==> src/rtl/mcsel_pkg.sv <==
package mcsel_pkg;
  typedef enum logic [1:0] {
    MODE_MENU    = 2'd0,
    MODE_SIMPLE  = 2'd1,
    MODE_SERIAL  = 2'd2,
    MODE_CMDDATA = 2'd3
  } mapper_mode_e;

  // field positions inside the game register (decoded by neighbours)
  localparam int GAME_SEL_BIT  = 7;
  localparam int BANKED_BIT    = 6;
  localparam int SMALL_BIT     = 5;
  // field position inside the graphics register
  localparam int CMDMAP_BIT    = 4;
  localparam logic [7:0] CHR_RAM_CODE_A = 8'h10;
  localparam logic [7:0] CHR_RAM_CODE_B = 8'h40;
endpackage

==> src/rtl/mcsel_rst_sync.sv <==
module mcsel_rst_sync #(
  parameter int STAGES = 2
) (
  input  logic clk,
  input  logic rst_n,
  output logic rst_n_sync
);
  logic [STAGES-1:0] sync_q;

  always_ff @(posedge clk or negedge rst_n) begin
    if (!rst_n) sync_q <= '0;
    else        sync_q <= {sync_q[STAGES-2:0], 1'b1};
  end

  assign rst_n_sync = sync_q[STAGES-1];
endmodule

==> src/rtl/mcsel_regs.sv <==
module mcsel_regs #(
  parameter int          ADDR_W   = 16,
  parameter int          DATA_W   = 8,
  parameter logic [15:0] GAME_REG = 16'h5001,
  parameter logic [15:0] GFX_REG  = 16'h5002
) (
  input  logic              clk,
  input  logic              rst_n,
  input  logic              bus_we,
  input  logic [ADDR_W-1:0] bus_addr,
  input  logic [DATA_W-1:0] bus_wdata,
  output logic [DATA_W-1:0] game_cfg,
  output logic [DATA_W-1:0] gfx_cfg,
  output logic              commit
);
  logic [DATA_W-1:0] pend_q, pend_d;
  logic [DATA_W-1:0] game_q, game_d;
  logic [DATA_W-1:0] gfx_q,  gfx_d;
  logic              pend_en, commit_en;

  assign pend_en   = bus_we && (bus_addr == ADDR_W'(GAME_REG));
  assign commit_en = bus_we && (bus_addr == ADDR_W'(GFX_REG));

  always_comb begin
    pend_d = pend_q;
    game_d = game_q;
    gfx_d  = gfx_q;
    if (pend_en) pend_d = bus_wdata;
    if (commit_en) begin
      gfx_d  = bus_wdata;
      game_d = pend_q;
    end
  end

  always_ff @(posedge clk or negedge rst_n) begin
    if (!rst_n) begin
      pend_q <= '0;
      game_q <= '0;
      gfx_q  <= '0;
    end else begin
      if (pend_en)   pend_q <= pend_d;
      if (commit_en) begin
        game_q <= game_d;
        gfx_q  <= gfx_d;
      end
    end
  end

  assign game_cfg = game_q;
  assign gfx_cfg  = gfx_q;
  assign commit   = commit_en;
endmodule

==> src/rtl/mcsel_decode.sv <==
module mcsel_decode
  import mcsel_pkg::*;
#(
  parameter int DATA_W      = 8,
  parameter int GAME_BANK_W = 5,
  parameter int CHR_BANK_W  = 4
) (
  input  logic [DATA_W-1:0]      game_cfg,
  input  logic [DATA_W-1:0]      gfx_cfg,
  output mapper_mode_e           mode,
  output logic [GAME_BANK_W-1:0] prg_base,
  output logic                   game_is_128k,
  output logic [CHR_BANK_W-1:0]  chr_base,
  output logic                   chr_ram_sel,
  output logic                   force_vert,
  output logic                   low_win_rom
);
  always_comb begin
    if (!game_cfg[GAME_SEL_BIT])    mode = MODE_MENU;
    else if (!game_cfg[BANKED_BIT]) mode = MODE_SIMPLE;
    else if (gfx_cfg[CMDMAP_BIT])   mode = MODE_CMDDATA;
    else                            mode = MODE_SERIAL;
  end

  assign prg_base     = game_cfg[GAME_BANK_W-1:0];
  assign game_is_128k = (mode == MODE_SIMPLE) ? 1'b1 : game_cfg[SMALL_BIT];
  assign chr_base     = gfx_cfg[CHR_BANK_W-1:0];
  assign force_vert   = (gfx_cfg == CHR_RAM_CODE_B);
  assign chr_ram_sel  = (gfx_cfg == CHR_RAM_CODE_A) || force_vert;
  assign low_win_rom  = (mode == MODE_MENU);
endmodule

==> src/rtl/mcsel_simple.sv <==
module mcsel_simple
  import mcsel_pkg::*;
#(
  parameter int PAGES = 8,
  localparam int PG_W = $clog2(PAGES)
) (
  input  logic            clk,
  input  logic            rst_n,
  input  mapper_mode_e    mode,
  input  logic            commit,
  input  logic            bus_we,
  input  logic            upper_win,
  input  logic [PG_W-1:0] wdata_lo,
  output logic [PG_W-1:0] page
);
  localparam logic [PG_W-1:0] START_PAGE = PG_W'(PAGES - 2);

  logic [PG_W-1:0] page_q, page_d;
  logic            load_en;

  assign load_en = commit || (bus_we && upper_win && (mode == MODE_SIMPLE));

  always_comb begin
    page_d = page_q;
    if (commit)       page_d = START_PAGE;
    else if (load_en) page_d = wdata_lo;
  end

  always_ff @(posedge clk or negedge rst_n) begin
    if (!rst_n)       page_q <= START_PAGE;
    else if (load_en) page_q <= page_d;
  end

  assign page = page_q;
endmodule

==> src/rtl/mcsel_top.sv <==
module mcsel_top
  import mcsel_pkg::*;
#(
  parameter int          ADDR_W      = 16,
  parameter int          DATA_W      = 8,
  parameter int          GAME_BANK_W = 5,
  parameter int          CHR_BANK_W  = 4,
  parameter int          PAGES       = 8,
  parameter int          PAGE_LOG2   = 14,
  parameter logic [15:0] GAME_REG    = 16'h5001,
  parameter logic [15:0] GFX_REG     = 16'h5002,
  localparam int PG_W  = $clog2(PAGES),
  localparam int ROM_W = GAME_BANK_W + PG_W + PAGE_LOG2
) (
  input  logic                   clk,
  input  logic                   rst_n,
  input  logic                   bus_we,
  input  logic [ADDR_W-1:0]      bus_addr,
  input  logic [DATA_W-1:0]      bus_wdata,
  output logic [1:0]             mapper_mode,
  output logic [GAME_BANK_W-1:0] prg_base,
  output logic                   game_is_128k,
  output logic [CHR_BANK_W-1:0]  chr_base,
  output logic                   chr_ram_sel,
  output logic                   force_vert,
  output logic                   low_win_rom,
  output logic [PG_W-1:0]        simple_page,
  output logic [ROM_W-1:0]       rom_addr
);
  logic              rst_n_s;
  logic [DATA_W-1:0] game_cfg, gfx_cfg;
  logic              commit;
  mapper_mode_e      mode;
  logic [PG_W-1:0]   page_sel;

  mcsel_rst_sync #(.STAGES(2)) rst_i (
    .clk(clk), .rst_n(rst_n), .rst_n_sync(rst_n_s)
  );

  mcsel_regs #(
    .ADDR_W(ADDR_W), .DATA_W(DATA_W), .GAME_REG(GAME_REG), .GFX_REG(GFX_REG)
  ) regs_i (
    .clk(clk), .rst_n(rst_n_s), .bus_we(bus_we), .bus_addr(bus_addr),
    .bus_wdata(bus_wdata), .game_cfg(game_cfg), .gfx_cfg(gfx_cfg), .commit(commit)
  );

  mcsel_decode #(
    .DATA_W(DATA_W), .GAME_BANK_W(GAME_BANK_W), .CHR_BANK_W(CHR_BANK_W)
  ) dec_i (
    .game_cfg(game_cfg), .gfx_cfg(gfx_cfg), .mode(mode), .prg_base(prg_base),
    .game_is_128k(game_is_128k), .chr_base(chr_base), .chr_ram_sel(chr_ram_sel),
    .force_vert(force_vert), .low_win_rom(low_win_rom)
  );

  mcsel_simple #(.PAGES(PAGES)) simple_i (
    .clk(clk), .rst_n(rst_n_s), .mode(mode), .commit(commit), .bus_we(bus_we),
    .upper_win(bus_addr[ADDR_W-1]), .wdata_lo(bus_wdata[PG_W-1:0]), .page(simple_page)
  );

  // the top 16KB of the window is pinned to the last page of the game
  assign page_sel    = bus_addr[PAGE_LOG2] ? {PG_W{1'b1}} : simple_page;
  assign rom_addr    = {prg_base, page_sel, bus_addr[PAGE_LOG2-1:0]};
  assign mapper_mode = mode;
endmodule

==> config.mk <==
export PLATFORM = sky130hd
export DESIGN_NAME = mcsel_top
export DESIGN_NICKNAME = d
export VERILOG_FILES = /design/src/rtl/mcsel_pkg.sv /design/src/rtl/mcsel_rst_sync.sv /design/src/rtl/mcsel_regs.sv /design/src/rtl/mcsel_decode.sv /design/src/rtl/mcsel_simple.sv /design/src/rtl/mcsel_top.sv
export SDC_FILE = /design/constraint.sdc
export NUM_CORES = 1
export LEC_CHECK = 0
export ABC_AREA = 1
export BUFFER_PORTS_ARGS = -buffer_cell sky130_fd_sc_hd__buf_2
export CORE_AREA = 5 5 65 67
export DETAILED_ROUTE_END_ITERATION = 7
export DIE_AREA = 0 0 70 72
export PLACE_DENSITY = 0.81
export SLEW_MARGIN = 20
export SYNTH_ARGS = -nofsm -noshare
export SYNTH_HDL_FRONTEND = slang
export SYNTH_SLANG_ARGS = --single-unit
==> constraint.sdc <==
create_clock -name clk -period 1.52 [get_ports clk]
set_clock_uncertainty 0.2 [all_clocks]
set_input_delay 0.152 -clock clk [delete_from_list [all_inputs] [get_ports clk]]
set_output_delay 0.152 -clock clk [all_outputs]
set_load 0.005 [all_outputs]
=== Word level (Yosys, flattened, before mapping) ===
Cells that the tools add are included.
W data, S select, Z words.

* Flip-flop bits (word level): 29
* Bits of input ports: 27
* Output and inout bits: 40

* Equal/unequal tests: 5
* Muxes and demuxes: 6
* Reduce and logical (&&, ||, !) cells: 7

{| class="wikitable"
|+ Operators by type and width
! operator !! count
|-
| $eq A16 B15 Y1 const B || 2
|-
| $eq A8 B5 Y1 const B || 1
|-
| $eq A8 B7 Y1 const B || 1
|-
| $mux W3 || 2
|-
| $logic_and A1 B1 Y1 || 4
|-
| $mux W2 || 2
|-
| $eq A2 B1 Y1 const B || 1
|-
| $logic_not A2 Y1 || 1
|-
| $logic_or A1 B1 Y1 || 2
|-
| $mux W1 || 2
|}

=== Logic depth before layout (Yosys ltp) ===
Gate-level depths: netlist (run 1).

* Word-level depth: 6
* Gate-level depth with buffers: 8
* Mapped depth without buffers: 7

=== Modules after synthesis ===
Synthesis (run 1) repeated with hierarchy kept, for this count alone.

* Cells, all modules: 197
* Area total of the unflattened synthesis: 1620.3 um^2

{| class="wikitable"
|+ By module, submodules not included
! module !! times used !! cells each !! area each (um^2) !! sequential area each (um^2)
|-
| mcsel_regs || 1 || 124 || 1097.3 || 600.6
|-
| mcsel_simple || 1 || 21 || 168.9 || 77.6
|-
| mcsel_top || 1 || 26 || 168.9 || 0.0
|-
| mcsel_decode || 1 || 23 || 131.4 || 0.0
|-
| mcsel_rst_sync || 1 || 3 || 53.8 || 50.0
|}

=== Worst setup path after synthesis (run 1) ===
OpenSTA, ideal clock, no wires.

* Path type: input to register
* Start point: in bus_addr[3]
* End point: reg regs_i.game_q[7], in the netlist regs_i.game_cfg[7]
* Data arrival time: 0.956 ns
* Data required time: 1.203 ns
* Path slack: 0.247 ns
* Cell stages on the path: 6
* Path buffers: 1
* Path through: or2_4 nor2_4 nand3_4 buf_6 nand2_1 nand2_1

* Longest elaborated chain between the ends: 2

{| class="wikitable"
|+ RTL lines
! item !! RTL line !! source
|-
| from (decl) || mcsel_top.sv:18 || <nowiki>input logic [ADDR_W-1:0] bus_addr,</nowiki>
|-
| $eq A16 B15 Y1 || mcsel_regs.sv:22 || <nowiki>assign commit_en = bus_we && (bus_addr == ADDR_W'(GFX_REG));</nowiki>
|-
| $logic_and A1 B1 Y1 || mcsel_regs.sv:22 ||
|-
| to (signal assigned) || mcsel_regs.sv:43 || <nowiki>game_q <= game_d;</nowiki>
|-
| to (decl) || mcsel_regs.sv:17 || <nowiki>logic [DATA_W-1:0] game_q, game_d;</nowiki>
|}

No other way between the ends.
A chain may end at the register's enable or synchronous reset.

=== Final worst setup path (run 1) ===
* Start point: reg regs_i.gfx_q[3], in the netlist regs_i.gfx_cfg[3]
* End point: out chr_ram_sel

* Longest elaborated chain between the ends: 2
* Elaborated cells on any way between the ends: 3
* Those cells by class: eq/ne: 2; reduce/logical: 1

{| class="wikitable"
|+ RTL lines
! item !! RTL line !! source
|-
| from (decl) || mcsel_regs.sv:18 || <nowiki>logic [DATA_W-1:0] gfx_q, gfx_d;</nowiki>
|-
| from (signal assigned) || mcsel_regs.sv:44 || <nowiki>gfx_q <= gfx_d;</nowiki>
|-
| $eq A8 B5 Y1 / $eq A8 B7 Y1 (equally long branches) || mcsel_decode.sv:29, mcsel_decode.sv:28 ||
|-
| $logic_or A1 B1 Y1 * || mcsel_decode.sv:29 || <nowiki>assign chr_ram_sel = (gfx_cfg == CHR_RAM_CODE_A) || force_vert;</nowiki>
|-
| to (decl) || mcsel_top.sv:24 || <nowiki>output logic chr_ram_sel,</nowiki>
|}

Mark *: on every way between the ends. The rest lies on a longest branch, timed or not.

==> impl_metrics.ini, run 1 <==
[outcome]
outcome = finished, violations left
failed_checks = setup timing

[placement]
place_hpwl_um = 2550
portBuffers = 66
gp_congestion = 0.792

[synth]
seq_area_frac_synth_pct = 44.9
postSynthAreaPerCell_um2 = 8.41
netlist_instances = 193
yosysMostFrequentCell = nand2_1
yosysWarnings = 0
synth_top_area_cell = dfrtp_1
ys.flop_type = dfrtp_1
synth_cell_types = 21
synth.top_cell.area_share_pct = 41.6
synth_edf_count = 0
syn_nets = 220
async_reset_ff_share_pct = 100
netlist_top_cells_count = nand2_1 (65), buf_4 (29), dfrtp_1 (27)
netlist_top_cells_area = dfrtp_1 (42%), nand2_1 (15%), buf_4 (13%)
syn_area_mm2 = 0.00162
ys_ff_latch = 29

[final_layout]
num_antenna_cells = 0
drive_above_1_share_pct = 38.3
nFillCells = 338
final-seq-area_um2 = 728
multi_input_area_um2 = 601
area_delta_synth_final_pct = 25.0
fin_nets = 282

[detailed_routing]
viasPerCell = 4.63
drt_wl_total_um = 3340
drt_drc_violations_left = 0
vias = 1408
first_pass_iters = 4
postRouteAntennaNets = 0
drt-initial-drc-count = 75
routedWlPerCell_um = 11.0

[flow_run]
maxCapViolations = 0

[worst_hold_path]
hp-class = reg -> async

[sta]
fin_crit_sh_pct = 102
hold_violations = 0
clock.fmax_mhz = 642
setup_viol_count_final = 3
period_needed_ns = 1.56
worst_hold_slack_ns = 0.0299
worst_slack_ns = -0.0366
final-max-slew-violation-count = 0
rsz0062_at_grt = true

[die]
start_util_pct = 45.3
die-area_mm2 = 0.00504
io_pins = 67
row_count = 22
dieWidth_um = 70
dieHeight_um = 72
design.core.area_mm2 = 0.00358

[power_and_ir_drop]
comb_power_share_pct = 9.8
clkPwrFrac_pct = 34.2
leakagePower_nw = 1.21
p_sw_share_pct = 22.6
ir_drop_mv = 0.260
total_power_mw = 1.38
p_per_area_mw_per_mm2 = 682
cellInternalPower_mw = 1.07
p_seq_share_pct = 56.0
switching_power_uw = 313

[global_route]
grt_max_degree = 28
grt_pass1_wl_um = 5770
grt_overflow = 0
antenna_found_initial = 0
grt_usage_pct = 14.3
grt_pass1_vias = 1353

[worst_setup_path]
r2r_setup_slack_ns = 0.27
path_class = reg -> out
r2r-start = regs_i.gfx_cfg[4]
start_kind = flop
crit_path_max_fanout = 2
worstSetupStartpoint = regs_i.gfx_cfg[3]
endpoint_kind = output pin
reg2reg_depth = 6
rr_endpoint = simple_i.page[0]
worstPathArrival_ns = 1.20
worstPathRequired_ns = 1.17

[clocking]
clk_latency_ns = 0.33
cts_tree = yes
clockRootBuffer = clkbuf_4
cts_max_level = 2
path_clk_slew_ns = 0.09
cts_buffer_depth = 2
clock_sinks = 29
cts_made_buffers = 5
[critical path, stage by stage (launching register included)]
cell and delay (ns):
dfrtp_1 0.40, nor3_2 0.17, nand2_1 0.08, a21oi_1 0.11
buf_2 0.13
[power groups by stage]
stage / registers, mW / logic [mW] / clock network [mW]
floorplan: 0.800 / 0.0607 / 0
CTS: 0.775 / 0.138 / 0.492
global route: 0.775 / 0.152 / 0.539
detailed placement: 0.790 / 0.118 / 0
global placement: 0.790 / 0.116 / 0
finish: 0.775 / 0.136 / 0.472
[stage by stage]
stage / utilization [%] / instances / TNS, ns / cell area [µm²] / setup slack, ns
after floorplan: - / 193 / 0 / 1620 / 0.247
after global placement: 51.0 / 281 / 0 / 1820 / 0.157
after detailed placement: 51.0 / 281 / 0 / 1820 / 0.132
after CTS: 56.3 / 302 / -0.123 / 2010 / -0.0636
after global routing: 56.7 / 304 / -0.339 / 2030 / -0.139
final: 56.7 / 304 / -0.0516 / 2030 / -0.0366
[timing repair]
| item | in CTS | in global routing |
|---|---|---|
| hold endpoints to repair | 21 | 0 |
| endpoints found under the setup margin | 3 | 4 |
| hold buffers | 10 | 0 |
| setup buffers | 3 | 2 |
| resized for setup | 3 | 0 |
| pin swaps | 3 | 1 |
[sequential cells by signal (all words and copies together) (netlist names)]
| signal | count |
|---|---|
| regs_i.game_cfg | 8 |
| regs_i.gfx_cfg | 8 |
| regs_i.pend_q | 8 |
| simple_i.page | 3 |
| rst_i.sync_q | 2 |
[final cells by class]
type	count	area share (%)
Multi-Input combinational cell	116	29.6
Tap cell	48	2.96
Sequential cell	29	35.9
Timing Repair Buffer	89	26.0
Clock buffer	8	2.90
Inverter	14	2.59
[routing by layer]
layer / up-vias / GRT usage, % / routed length [µm]
li1: 722 / - / -
met3: 7 / 5.96 / 285
met2: 56 / 24.6 / 1560
met1: 623 / 16.1 / 1450
met4: 0 / 5.11 / 52
met5: - / 0 / 0
[logic make-up (layout without fill, tap and decap cells)]
kind of cell / count (synthesis) / in the layout / share of synthesized area, %
AO/OA/AOI/OAI: 5 / 5 / 1.77
AND/OR/NAND/NOR: 110 / 110 / 34.5
buffers and inverters: 48 / 111 / 18.6
other: 1 / 1 / 0.231
flip-flops: 29 / 29 / 44.9
[how the worst max path moves through the flow]
stage,endpoint,slack [ns]
after floorplan,regs_i.game_cfg[7],0.25
after global placement,regs_i.game_cfg[1],0.16
after detailed placement,regs_i.gfx_cfg[0],0.13
after CTS,chr_ram_sel,-0.06
after global routing,chr_ram_sel,-0.14
final,chr_ram_sel,-0.04
[cells in the final DEF (no fill, tap or decap), drive strengths merged]
master and n:
nand3 4, dfrtp 27, a21oi 2, nor2 12, dlygate4sd3 10, inv 14, o21ai 2, a31o 1
conb 1, nor3 1, nand2 65, buf 79, or2 2, nand3b 1, dfstp 2, nand4 25
clkbuf 8
Note: power is estimated with default switching activity, not from simulation.
==> inputs of run 2 (changes only) <==
--- a/config.mk
+++ b/config.mk
@@ -7,10 +7,10 @@
 export LEC_CHECK = 0
 export ABC_AREA = 1
 export BUFFER_PORTS_ARGS = -buffer_cell sky130_fd_sc_hd__buf_2
-export CORE_AREA = 5 5 65 67
+export CORE_AREA = 5 5 50 95
 export DETAILED_ROUTE_END_ITERATION = 7
-export DIE_AREA = 0 0 70 72
-export PLACE_DENSITY = 0.81
+export DIE_AREA = 0 0 55 100
+export PLACE_DENSITY = 0.77
 export SLEW_MARGIN = 20
 export SYNTH_ARGS = -nofsm -noshare
 export SYNTH_HDL_FRONTEND = slang
==> constraint.sdc (replaced) <==
create_clock -name clk -period 1.3 [get_ports clk]
set_clock_uncertainty 0.2 [all_clocks]
set_input_delay 0.13 -clock clk [delete_from_list [all_inputs] [get_ports clk]]
set_output_delay 0.13 -clock clk [all_outputs]
set_load 0.005 [all_outputs]
==> impl_metrics.ini, run 2 (same netlist as run 1, synthesis figures left out) <==
[clocking]
cts_max_level = 2
path_clk_slew_ns = 0.06
cts_tree = yes
cts_buffer_depth = 2
clk_latency_ns = 0.28
clockRootBuffer = clkbuf_8
clock_sinks = 29
cts_made_buffers = 5

[global_route]
grt_pass1_vias = 1424
grt_usage_pct = 15.4
grt_max_degree = 28
grt_overflow = 0
antenna_found_initial = 0
grt_pass1_wl_um = 6120

[sta]
worst_slack_ns = -0.176
period_needed_ns = 1.48
final-max-slew-violation-count = 0
clock.fmax_mhz = 678
hold_violations = 0
rsz0062_at_grt = true
setup_viol_count_final = 6
fin_crit_sh_pct = 114
tns_ns = -0.577

[worst_setup_path]
crit_path_max_fanout = 2
slowest_stage = dfrtp_1
endpoint_kind = output pin
r2r-start = regs_i.game_cfg[6]
crit_path_max_incr_delay_ns = 0.38
rr_endpoint = simple_i.page[0]
worstPathArrival_ns = 1.15
r2r_setup_slack_ns = 0.03
crit_buf_inv = 1
cp_cell_sequence = nor3_2 -> nand2_1 -> a21oi_2 -> buf_2
reg2reg_depth = 5
crit_family = flip-flops
start_kind = flop
path_class = reg -> out
worstPathRequired_ns = 0.97

[power_and_ir_drop]
comb_power_share_pct = 9.3
p_per_area_mw_per_mm2 = 840
ir_drop_mv = 0.462
p_seq_share_pct = 51.4
total_power_mw = 1.77
leakagePower_nw = 1.22
p_sw_share_pct = 23.2
clkPwrFrac_pct = 39.3
switching_power_uw = 410
cellInternalPower_mw = 1.36

[placement]
portBuffers = 66
dp_slack_ns = -0.0990
gp_congestion = 0.841
place_hpwl_um = 2800
place_area_mm2 = 0.00185
place_inst = 283

[final_layout]
area_delta_synth_final_pct = 29.6
final_common_cell = buf_2
postLayoutCellArea_mm2 = 0.00210
num_antenna_cells = 0
final_cell_mix = buf_2 (65), nand2_1 (63), nand4_1 (25), dfrtp_1 (25)
fin_nets = 282
final_cells = 307
drive_above_1_share_pct = 42.6

[flow_run]
maxCapViolations = 0

[die]
design.core.area_mm2 = 0.00388
start_util_pct = 41.8
row_count = 32
die-area_mm2 = 0.00550
dieWidth_um = 55
io_pins = 67
dieHeight_um = 100

[detailed_routing]
drt_wl_total_um = 3760
routedWlPerCell_um = 12.2
vias = 1439
first_pass_iters = 4
postRouteAntennaNets = 0
drt_drc_violations_left = 0
drt-initial-drc-count = 27
viasPerCell = 4.69

[worst_hold_path]
hp-class = reg -> async

[outcome]
failed_checks = setup timing
outcome = finished, violations left
## run 2: cell types whose count changed in the layout (fill, tap and decap cells not counted), sizes merged
cell / delta
clkinv: +2
clkbuf: -2
## run 2: worst max path at each step
stage / depth (start not counted) / slack, ns / start / endpoint
floorplan: 6 / 0.05 / bus_addr[3] / regs_i.game_cfg[7]
global placement: 6 / -0.06 / bus_addr[5] / regs_i.game_cfg[1]
detailed placement: 6 / -0.1 / bus_addr[5] / regs_i.game_cfg[1]
CTS: 4 / -0.21 / regs_i.gfx_cfg[3] / chr_ram_sel
global route: 4 / -0.28 / regs_i.gfx_cfg[3] / force_vert
finish: 4 / -0.18 / regs_i.gfx_cfg[3] / chr_ram_sel
## run 2: per-stage QoR
step,hold WS [ns],utilization [%]
floorplan,-0.366,-
global placement,-0.286,47.5
detailed placement,-0.282,47.5
CTS,0.0519,53.4
global route,0.0933,54.2
finish,0.0353,54.2
## run 2: routing by layer
metal,GRT usage (%),vias up,part of all wire [%]
li1,-,721,-
met1,14.8,662,33
met2,27.6,49,57
met3,2.82,7,6.1
met4,9.93,0,3.2
met5,0,-,0
## run 2: cell type report
cell class / count / area, µm²
clock buffer: 6 / 72.6
clock inverter: 2 / 10.0
fill: 370 / 1780
inverter: 14 / 52.6
multi-input combinational: 116 / 611
sequential: 29 / 731
tap: 51 / 63.8
timing repair buffer: 89 / 563
## run 2: power by group through the flow
stage | combinational (mW) | clock (mW) | sequential (mW)
after floorplan | 0.0709 | 0 | 0.935
after global placement | 0.138 | 0 | 0.923
after detailed placement | 0.141 | 0 | 0.923
after CTS | 0.165 | 0.714 | 0.908
after global routing | 0.182 | 0.763 | 0.907
final | 0.164 | 0.695 | 0.908
## run 2: what timing repair did
action / 4_1_cts / 5_1_grt
hold buffers: 10 / 0
pin swaps: 1 / 6
gates resized for setup: 6 / 9
setup buffers: 5 / 1
endpoints found under the setup margin: 6 / 10
hold endpoints to repair: 21 / 0
